$ cat src/rtl/pbus_pkg.sv
// Package: shared types for the byte peripheral bus bridge.
// Assumes: one access is classified per cycle; the classes are exclusive.
package pbus_pkg;

    // Classification of the current CPU access
    typedef enum logic [2:0] {
        ACC_NONE   = 3'd0,  // no access, or address outside all regions
        ACC_BYTE   = 3'd1,  // byte access to a byte-wide slot
        ACC_WORD   = 3'd2,  // any access to a word-wide slot
        ACC_BAD    = 3'd3,  // word access to a byte-wide slot (refused)
        ACC_ERRREG = 3'd4   // access to the bridge error register
    } acc_kind_t;

endpackage

$ cat src/rtl/pbus_decode.sv
// Module: pbus_decode
// Classifies each CPU access and picks the slot index from the address.
// Assumes: the slot window is aligned to NUM_SLOTS * 2**SLOT_AW bytes, and
// the error register address lies outside it. Slot 0 is forced byte-wide.
module pbus_decode
    import pbus_pkg::*;
#(
    parameter int                NUM_SLOTS      = 8,
    parameter int                SLOT_AW        = 5,
    parameter int                CPU_AW         = 16,
    parameter logic [CPU_AW-1:0] WIN_BASE       = 16'h0000,
    parameter logic [CPU_AW-1:0] ERR_ADDR       = 16'h0100,
    parameter logic [NUM_SLOTS-1:0] SLOT_WORD_MASK = 8'hF0,
    localparam int               SEL_W          = $clog2(NUM_SLOTS),
    localparam int               WIN_LSB        = SLOT_AW + SEL_W
) (
    input  logic              cpu_en,
    input  logic              cpu_byte,
    input  logic [CPU_AW-1:0] cpu_addr,
    output logic [SEL_W-1:0]  sel_idx,
    output acc_kind_t         acc_kind
);

    logic in_win;
    logic slot_word;

    // Window hit and slot width lookup
    always_comb begin
        in_win    = (cpu_addr[CPU_AW-1:WIN_LSB] == WIN_BASE[CPU_AW-1:WIN_LSB]);
        sel_idx   = cpu_addr[WIN_LSB-1:SLOT_AW];
        slot_word = SLOT_WORD_MASK[sel_idx] && (sel_idx != '0);
    end

    // Access classification
    always_comb begin
        acc_kind = ACC_NONE;
        if (cpu_en) begin
            if (cpu_addr == ERR_ADDR)
                acc_kind = ACC_ERRREG;
            else if (in_win) begin
                if (slot_word)
                    acc_kind = ACC_WORD;
                else if (cpu_byte)
                    acc_kind = ACC_BYTE;
                else
                    acc_kind = ACC_BAD;
            end
        end
    end

endmodule

$ cat src/rtl/pbus_rdmux.sv
// Module: pbus_rdmux
// Selects the addressed slot's read data and steers byte data onto a lane.
// Assumes: byte slots present their register on bits [7:0] of their bus.
module pbus_rdmux
    import pbus_pkg::*;
#(
    parameter int NUM_SLOTS = 8,
    parameter int DW        = 16,
    localparam int SEL_W    = $clog2(NUM_SLOTS),
    localparam int BW       = DW / 2
) (
    input  acc_kind_t              acc_kind,
    input  logic [SEL_W-1:0]       sel_idx,
    input  logic                   lane_hi,
    input  logic                   err_flag,
    input  logic [NUM_SLOTS*DW-1:0] per_rdata,
    output logic [DW-1:0]          cpu_rdata
);

    logic [DW-1:0] slot_word;

    // Pick the addressed slot's data bus
    always_comb slot_word = per_rdata[sel_idx*DW +: DW];

    // Form the CPU read data per access class
    always_comb begin
        cpu_rdata = '0;
        unique case (acc_kind)
            ACC_WORD:   cpu_rdata = slot_word;
            ACC_BYTE:   cpu_rdata = lane_hi ? {slot_word[BW-1:0], {BW{1'b0}}}
                                            : {{BW{1'b0}}, slot_word[BW-1:0]};
            ACC_ERRREG: cpu_rdata = {{(DW-1){1'b0}}, err_flag};
            default:    cpu_rdata = '0;
        endcase
    end

endmodule

$ cat src/rtl/pbus_errflag.sv
// Module: pbus_errflag
// Sticky flag recording a refused word access to a byte slot.
// Assumes: set and clear requests never coincide (distinct addresses).
module pbus_errflag (
    input  logic clk,
    input  logic rst_n,
    input  logic set_req,
    input  logic clr_req,
    output logic flag
);

    // Set on violation, clear on write to the error register
    always_ff @(posedge clk) begin
        if (!rst_n)
            flag <= 1'b0;
        else if (set_req)
            flag <= 1'b1;
        else if (clr_req)
            flag <= 1'b0;
    end

endmodule

$ cat src/rtl/pbus_bridge.sv
// Module: pbus_bridge (top)
// Bridges a 16-bit CPU bus to byte- and word-wide peripheral slots with
// per-slot enables, gated 5-bit addresses, lane conversion, a sticky
// width-violation flag and a merged interrupt request.
// Assumes: CPU inputs are stable for the whole cycle; reads are combinational.
module pbus_bridge
    import pbus_pkg::*;
#(
    parameter int                   NUM_SLOTS      = 8,
    parameter int                   SLOT_AW        = 5,
    parameter int                   CPU_AW         = 16,
    parameter int                   DW             = 16,
    parameter logic [CPU_AW-1:0]    WIN_BASE       = 16'h0000,
    parameter logic [CPU_AW-1:0]    ERR_ADDR       = 16'h0100,
    parameter logic [NUM_SLOTS-1:0] SLOT_WORD_MASK = 8'hF0,
    localparam int                  SEL_W          = $clog2(NUM_SLOTS),
    localparam int                  BW             = DW / 2
) (
    input  logic                       clk,
    input  logic                       rst_n,
    input  logic                       cpu_en,
    input  logic                       cpu_we,
    input  logic                       cpu_byte,
    input  logic [CPU_AW-1:0]          cpu_addr,
    input  logic [DW-1:0]              cpu_wdata,
    output logic [DW-1:0]              cpu_rdata,
    output logic [NUM_SLOTS-1:0]       mod_en,
    output logic [NUM_SLOTS*SLOT_AW-1:0] per_addr,
    output logic                       per_we,
    output logic                       per_byte,
    output logic [DW-1:0]              per_wdata,
    input  logic [NUM_SLOTS*DW-1:0]    per_rdata,
    input  logic [NUM_SLOTS-1:0]       irq_in,
    output logic                       irq_out,
    output logic                       bus_err
);

    logic [SEL_W-1:0] sel_idx;
    acc_kind_t        acc_kind;
    logic             slot_go;

    pbus_decode #(
        .NUM_SLOTS      (NUM_SLOTS),
        .SLOT_AW        (SLOT_AW),
        .CPU_AW         (CPU_AW),
        .WIN_BASE       (WIN_BASE),
        .ERR_ADDR       (ERR_ADDR),
        .SLOT_WORD_MASK (SLOT_WORD_MASK)
    ) i_decode (
        .cpu_en   (cpu_en),
        .cpu_byte (cpu_byte),
        .cpu_addr (cpu_addr),
        .sel_idx  (sel_idx),
        .acc_kind (acc_kind)
    );

    // An access that actually reaches a slot
    always_comb slot_go = (acc_kind == ACC_BYTE) || (acc_kind == ACC_WORD);

    // Per-slot enable and gated address
    for (genvar g = 0; g < NUM_SLOTS; g++) begin : g_slot
        always_comb begin
            mod_en[g] = slot_go && (sel_idx == SEL_W'(g));
            per_addr[g*SLOT_AW +: SLOT_AW] =
                mod_en[g] ? cpu_addr[SLOT_AW-1:0] : '0;
        end
    end

    // Write strobe, width indication and write-lane conversion
    always_comb begin
        per_we    = cpu_we && slot_go;
        per_byte  = slot_go && cpu_byte;
        per_wdata = '0;
        if (acc_kind == ACC_WORD)
            per_wdata = cpu_wdata;
        else if (acc_kind == ACC_BYTE)
            per_wdata = {{BW{1'b0}}, cpu_addr[0] ? cpu_wdata[DW-1:BW]
                                                 : cpu_wdata[BW-1:0]};
    end

    pbus_rdmux #(
        .NUM_SLOTS (NUM_SLOTS),
        .DW        (DW)
    ) i_rdmux (
        .acc_kind  (acc_kind),
        .sel_idx   (sel_idx),
        .lane_hi   (cpu_addr[0]),
        .err_flag  (bus_err),
        .per_rdata (per_rdata),
        .cpu_rdata (cpu_rdata)
    );

    pbus_errflag i_errflag (
        .clk     (clk),
        .rst_n   (rst_n),
        .set_req (acc_kind == ACC_BAD),
        .clr_req ((acc_kind == ACC_ERRREG) && cpu_we),
        .flag    (bus_err)
    );

    // Merge slot interrupt requests
    always_comb irq_out = |irq_in;

endmodule

$ cat config.mk
export PLATFORM = sky130hd
export DESIGN_NAME = pbus_bridge
export DESIGN_NICKNAME = d
export VERILOG_FILES = /design/src/rtl/pbus_pkg.sv /design/src/rtl/pbus_decode.sv /design/src/rtl/pbus_rdmux.sv /design/src/rtl/pbus_errflag.sv /design/src/rtl/pbus_bridge.sv
export SDC_FILE = /design/constraint.sdc
export NUM_CORES = 1
export LEC_CHECK = 0
export BUFFER_PORTS_ARGS = -buffer_cell sky130_fd_sc_hd__buf_2
export CAP_MARGIN = 20
export CORE_AREA = 4 4 97 99
export DETAILED_ROUTE_END_ITERATION = 8
export DIE_AREA = 0 0 101 103
export SYNTH_ARGS = -nofsm -noshare
export SYNTH_HDL_FRONTEND = slang
export SYNTH_SLANG_ARGS = --single-unit
$ cat constraint.sdc
create_clock -name clk -period 2 [get_ports clk]
set_clock_uncertainty 0.05 [all_clocks]
set_input_delay 0.4 -clock clk [delete_from_list [all_inputs] [get_ports clk]]
set_output_delay 0.4 -clock clk [all_outputs]
set_load 0.01 [all_outputs]
==> metrics.csv, run 1 <==
metric,value,unit
outcome,finished with violations,
#FFs+latches synth,1,
Max Cap Violations,0,
slew margin rel.,0.7832,
endpoints failing setup,80,
Area after DPL,3082,um2
failing checks,setup timing,
multiplexer area fraction after synthesis,0.2763,
CP Data Arrival Time,1.76,ns
vias in the first global route,2626,
Mapped Avg Cell Area,7.315,um2
initial antenna violation count,0,
"Reg clk slew, reported paths",0,ns
max reg flops,1,
1st-pass router iterations,4,
Initial Util,0.1779,
FF-to-FF setup slack,1.33,ns
Final Total Pwr,0.0004754,W
pre-CTS setup slack,-0.3442,ns
GP Congestion,0.7685,
"Critical Path, Cell by Cell",buf_6 > nor4_4 > buf_4 > nand3_4 > buf_8 > nor3_2 > buf_4 > and2_4 > buf_6,
Fmax,451.7,MHz
share of layout cells above drive strength 1,0.7532,
DR iter-0 viols,50,
post-synthesis sequential area ratio,0.01316,
"Cell Area, Synth",1521,um2
Yosys top cell by area,mux2i_1,
# fillers,861,
"Slew Viols, Final",0,
ANT cells,0,
leakage,1.942,nW
simple-gate share of the synthesized area,0.4326,
largest family of logic cells by synthesized area,simple AND/OR/NAND/NOR gates,
Max VDD drop,0.0001012,V
CP Capture Type,output port,
area grow syn2layout,145.2,%
synth warn,0,
RSZ-0062 raised after global routing,true,
most frequent cells in the layout,"buf_2, buf_6, buf_4, mux2i_1, and2_4",
first-pass GRT wire length,13.47,mm
Post-synth ARST share,0,
Via density,4.725,
XOR/XNOR Fraction of Synth Area,0,
Unique masters post-synth,41,
"CP delay by family, top",buffers and inverters,
Syn Nets,381,
Final Critical Period,2.214,ns
Synth area leaders,"mux2i_1, and2_1, mux4_2",
"commonest non-fill, non-tap cell in the layout",buf_2,
HPWL after detailed placement,7.642,mm
WP data required,1.55,ns
Core Region,8551,um2
final core occ,0.4363,
largest net degree at the start of global routing,14,
DRC,0,
Synth Instances,208,
fin nets,641,
die area,10400,um2
final worst slack,-0.2137,ns
CP max stage delay,0.26,ns
CP max-delay cell,nor4_4,
register name with the most flops,i_errflag.flag,
num ports,257,
Synth Flop Type,dfxtp_1,
die height,103,um
CP bufs+invs,5,
top flop regs,i_errflag.flag (1),
floorplan row count,34,
Hold Crit Class,flip-flop to flip-flop,
pwr dens,127.4,nW/um2
Clock Latency Late Sink,0,ns
Total GRT Usage,0.1580,
CP Launch Type,primary input,
top-area cell type share of the netlist area,0.1579,
compound-cell area share of the yosys netlist,0.2171,
WHS,0.4427,ns
Worst-Margin Slew,0.3237,ns
GRT Residual Overflow,0,
final hold violations,0,
Routed WL,9.526,mm
kind of critical path,primary input to output port,
detailed-route wire length per cell,16.60,um
CP Max Fanout,6,
Synth Area in Adders,0,
"Design Area, Final",3731,um2
Antenna Nets Post-Route,0,
die width,101,um
number of flops mapped to enable cells by yosys,0,
Final Cycle Share,1.107,
vias,2712,
Port Buf Inserts,224,
==> cell type report <==
class / instances / area, um2 / area share
Timing Repair Buffer: 274 / 1814 / 0.4863
Multi-Input combinational cell: 187 / 1747 / 0.4681
Tap cell: 108 / 135.1 / 0.03622
Inverter: 4 / 15.01 / 0.004024
Sequential cell: 1 / 20.02 / 0.005366
==> layer usage <==
layer  wire length, um  track usage  up-vias
met4                32     0.007157        0
met1              3712       0.2007     1287
met3               583      0.01894        4
met2              5196       0.2997      101
li1                  -            -     1320
met5                 0            0        -
==> power breakdown <==
part / internal, W / switching (W) / leakage (nW)
clock: 0 / 0 / 0
sequential: 0.0000204 / 0.00000000439 / 0.00805
combinational: 0.000241 / 0.000214 / 1.93
==> cells by family (layout without fill, tap and decap cells) <==
| kind of cell | Yosys count | count (layout) |
|---|---|---|
| buffers and inverters | 21 | 278 |
| and+or+nand+nor | 112 | 113 |
| muxes | 32 | 32 |
| AOI/OAI and AO/OA | 42 | 42 |
| DFF | 1 | 1 |
==> per-stage QoR <==
step                      std cells  TNS [ns]
after global placement          562    -17.85
after global routing            574    -17.36
final                           574    -10.54
after CTS                       570    -11.10
after detailed placement        562    -17.41
after floorplan                 208    -3.979
==> what timing repair did <==
action,4_1_cts,5_1_grt
setup buffers,8,5
hold buffers,0,0
setup endpoints to repair,82,82
cloned,1,0
gates resized for setup,74,47
pin swaps,52,21
==> path summary, 6_finish.rpt <==
| check | startpoint | end | depth (start not counted) |
|---|---|---|---|
| setup / recovery | cpu_addr[8] | per_addr[16] | 9 |
| hold / removal | i_errflag.flag | i_errflag.flag | 2 |
| setup reg to reg | i_errflag.flag | i_errflag.flag | 2 |
| hold reg to reg | i_errflag.flag | i_errflag.flag | 2 |
==> cell usage after synthesis (5+ instances only) <==
cell type / instances
buf_2: 5
a22oi_1: 10
nor2_1: 21
o2bb2ai_1: 7
nand3_1: 6
mux2i_1: 24
mux4_2: 8
nor3_1: 11
and2_1: 35
clkbuf_1: 10
nand2_1: 7
and3_1: 9
a22o_1: 8
==> worst register-to-register path, stage by stage (launching register included) <==
cell      delay (ns)
dfxtp_1         0.32
o21ai_0         0.08
a21boi_0        0.14
(Power assumes the default switching activity.)
==> run 2: changes to the inputs <==
--- a/config.mk
+++ b/config.mk
@@ -10,6 +10,7 @@
 export CORE_AREA = 4 4 97 99
 export DETAILED_ROUTE_END_ITERATION = 8
 export DIE_AREA = 0 0 101 103
+export PLACE_DENSITY = 0.66
 export SYNTH_ARGS = -nofsm -noshare
 export SYNTH_HDL_FRONTEND = slang
 export SYNTH_SLANG_ARGS = --single-unit
==> metrics.csv, run 2 (synthesis gave the netlist of run 1 again) <==
metric,value,unit,change
final worst slack,-0.2514,ns,-0.03768 ns
Total GRT Usage,0.1538,,-0.004246
WHS,0.4511,ns,+0.008380 ns
most frequent cells in the layout,"buf_2, buf_6, buf_4, and2_4, mux2i_1",,
detailed-route wire length per cell,17.09,um,+3.0%
Crit Reg-Reg Startpoint,i_errflag.flag,,
first-pass GRT wire length,12.93,mm,-4.0%
area grow syn2layout,162.8,%,
Final Cycle Share,1.126,,+0.01884
largest net degree at the start of global routing,14,,unchanged
final std cells w/o fill,581,,+1.2%
Seq pwr share,0.040,,-0.003
critical path launch point,cpu_addr[9],,
1st-pass router iterations,4,,unchanged
CP max stage delay,0.26,ns,about the same
Worst-Margin Slew,0.5290,ns,+0.2053 ns
fin nets,648,,+1.1%
Final Critical Period,2.251,ns,+0.03768 ns
vias,2777,,+2.4%
HPWL after detailed placement,7.687,mm,+0.59%
Hold Crit Depth,2,,unchanged
R2R depth,2,,unchanged
final hold violations,0,,unchanged
Via density,4.780,,+1.2%
Switching Fraction,0.4510,,+0.001162
GRT Residual Overflow,0,,unchanged
vias in the first global route,2670,,+1.7%
Initial Util,0.1779,,unchanged
CP Data Arrival Time,1.80,ns,+0.04 ns
WP data required,1.55,ns,about the same
Fmax,444.2,MHz,-1.7%
CP bufs+invs,6,,+1
Max VDD drop,0.00009711,V,-4.0%
initial antenna violation count,0,,unchanged
top flop regs,i_errflag.flag (1),,
Port Buf Inserts,224,,unchanged
Hold Crit Class,flip-flop to flip-flop,,
Cell Int Power,0.0002776,W,+6.1%
num ports,257,,unchanged
CP Capture Type,output port,,
Area after DPL,3157,um2,+2.4%
floorplan row count,34,,unchanged
pwr dens,126.4,nW/um2,-0.77%
outcome,finished with violations,,
die width,101,um,unchanged
kind of critical path,primary input to output port,,
Max Cap Violations,0,,unchanged
placed cell count,567,,+0.89%
"Design Area, Final",3999,um2,+7.2%
"commonest non-fill, non-tap cell in the layout",buf_2,,
"Critical Path, Cell by Cell",buf_8 > nor4_4 > buf_4 > buf_4 > and3_4 > buf_6 > o21ai_4 > buf_6 > nor2_1 > buf_2,,
"CP delay by family, top",buffers and inverters,,
Stages on worst setup path,10,,+1
die area,10400,um2,unchanged
Core Region,8551,um2,unchanged
register name with the most flops,i_errflag.flag,,
total net switching power,0.0002280,W,+6.6%
CP Max Fanout,6,,unchanged
Gate power share,0.960,,+0.003
Antenna Nets Post-Route,0,,unchanged
slew margin rel.,0.6458,,-0.1374
CP Launch Type,primary input,,
die height,103,um,unchanged
max reg flops,1,,unchanged
ANT cells,0,,unchanged
CP max-delay cell,nor4_4,,
leakage,2.054,nW,+5.8%
hold path start,i_errflag.flag,,
DRC,0,,unchanged
"Slew Viols, Final",0,,unchanged
RSZ-0062 raised after global routing,true,,
Routed WL,9.930,mm,+4.2%
Clock Latency Late Sink,0,ns,unchanged
GP Congestion,0.7596,,-1.2%
failing checks,setup timing,,
DR iter-0 viols,65,,+30%
Final Total Pwr,0.0005055,W,+6.4%
endpoints failing setup,81,,+1.3%
"Reg clk slew, reported paths",0,ns,unchanged
clock group share of total power,0,,unchanged
share of layout cells above drive strength 1,0.7822,,+0.02902
run 2: cell count changes in the layout (fill, tap and decap cells not counted), sizes merged:
cell and change:
buf +6, clkbuf +1
run 2: stage by stage:
step                  util  setup WS [ns]  setup TNS (ns)
global route        0.4677        -0.3974          -21.28
floorplan                -        -0.1178          -3.979
global placement    0.3692        -0.3638          -20.25
CTS                 0.4147        -0.2649          -12.56
detailed placement  0.3692        -0.3232          -17.89
finish              0.4677        -0.2514          -13.67
run 2: final timing paths:
kind / to / slack (ns)
worst min register to register: i_errflag.flag / 0.45
worst min-delay path: i_errflag.flag / 0.45
worst max register to register: i_errflag.flag / 1.31
worst max-delay path: cpu_rdata[3] / -0.25
run 2: area by class of cell:
type                            instances  area, um2
Fill cell                             828       4552
Inverter                                4      15.01
Multi-Input combinational cell        187       1837
Sequential cell                         1      20.02
Tap cell                              108      135.1
Timing Repair Buffer                  281       1992
run 2: power by group through the flow:
| stage | logic, W | registers [W] | clock network (W) |
|---|---|---|---|
| 2_1_floorplan | 0.000168 | 0.0000204 | 0 |
| 3_3_place_gp | 0.000401 | 0.0000204 | 0 |
| 3_5_place_dp | 0.000412 | 0.0000204 | 0 |
| 4_1_cts | 0.000452 | 0.0000204 | 0 |
| 5_1_grt | 0.000521 | 0.0000204 | 0 |
| 6_report | 0.000485 | 0.0000204 | 0 |
run 2: worst reg2reg max path, stage by stage (launching register included):
cell and delay, ns:
dfxtp_1 0.33, o21ai_0 0.08, a21boi_0 0.14
run 2: per-layer routing:
metal	vias to the layer above	GRT usage	share of wire
met4	0	0.01431	0.015
li1	1327	-	-
met1	1319	0.1894	0.38
met5	-	0	0
met3	14	0.01083	0.054
met2	117	0.3013	0.55
run 2: repair_timing:
action | 4_1_cts | 5_1_grt
hold buffers | 0 | 0
gates cloned | 2 | 0
endpoints found under the setup margin | 82 | 82
buffers inserted | 6 | 9
resized for setup | 71 | 86
endpoints found under the hold margin | 0 | 0
pin swaps | 40 | 38
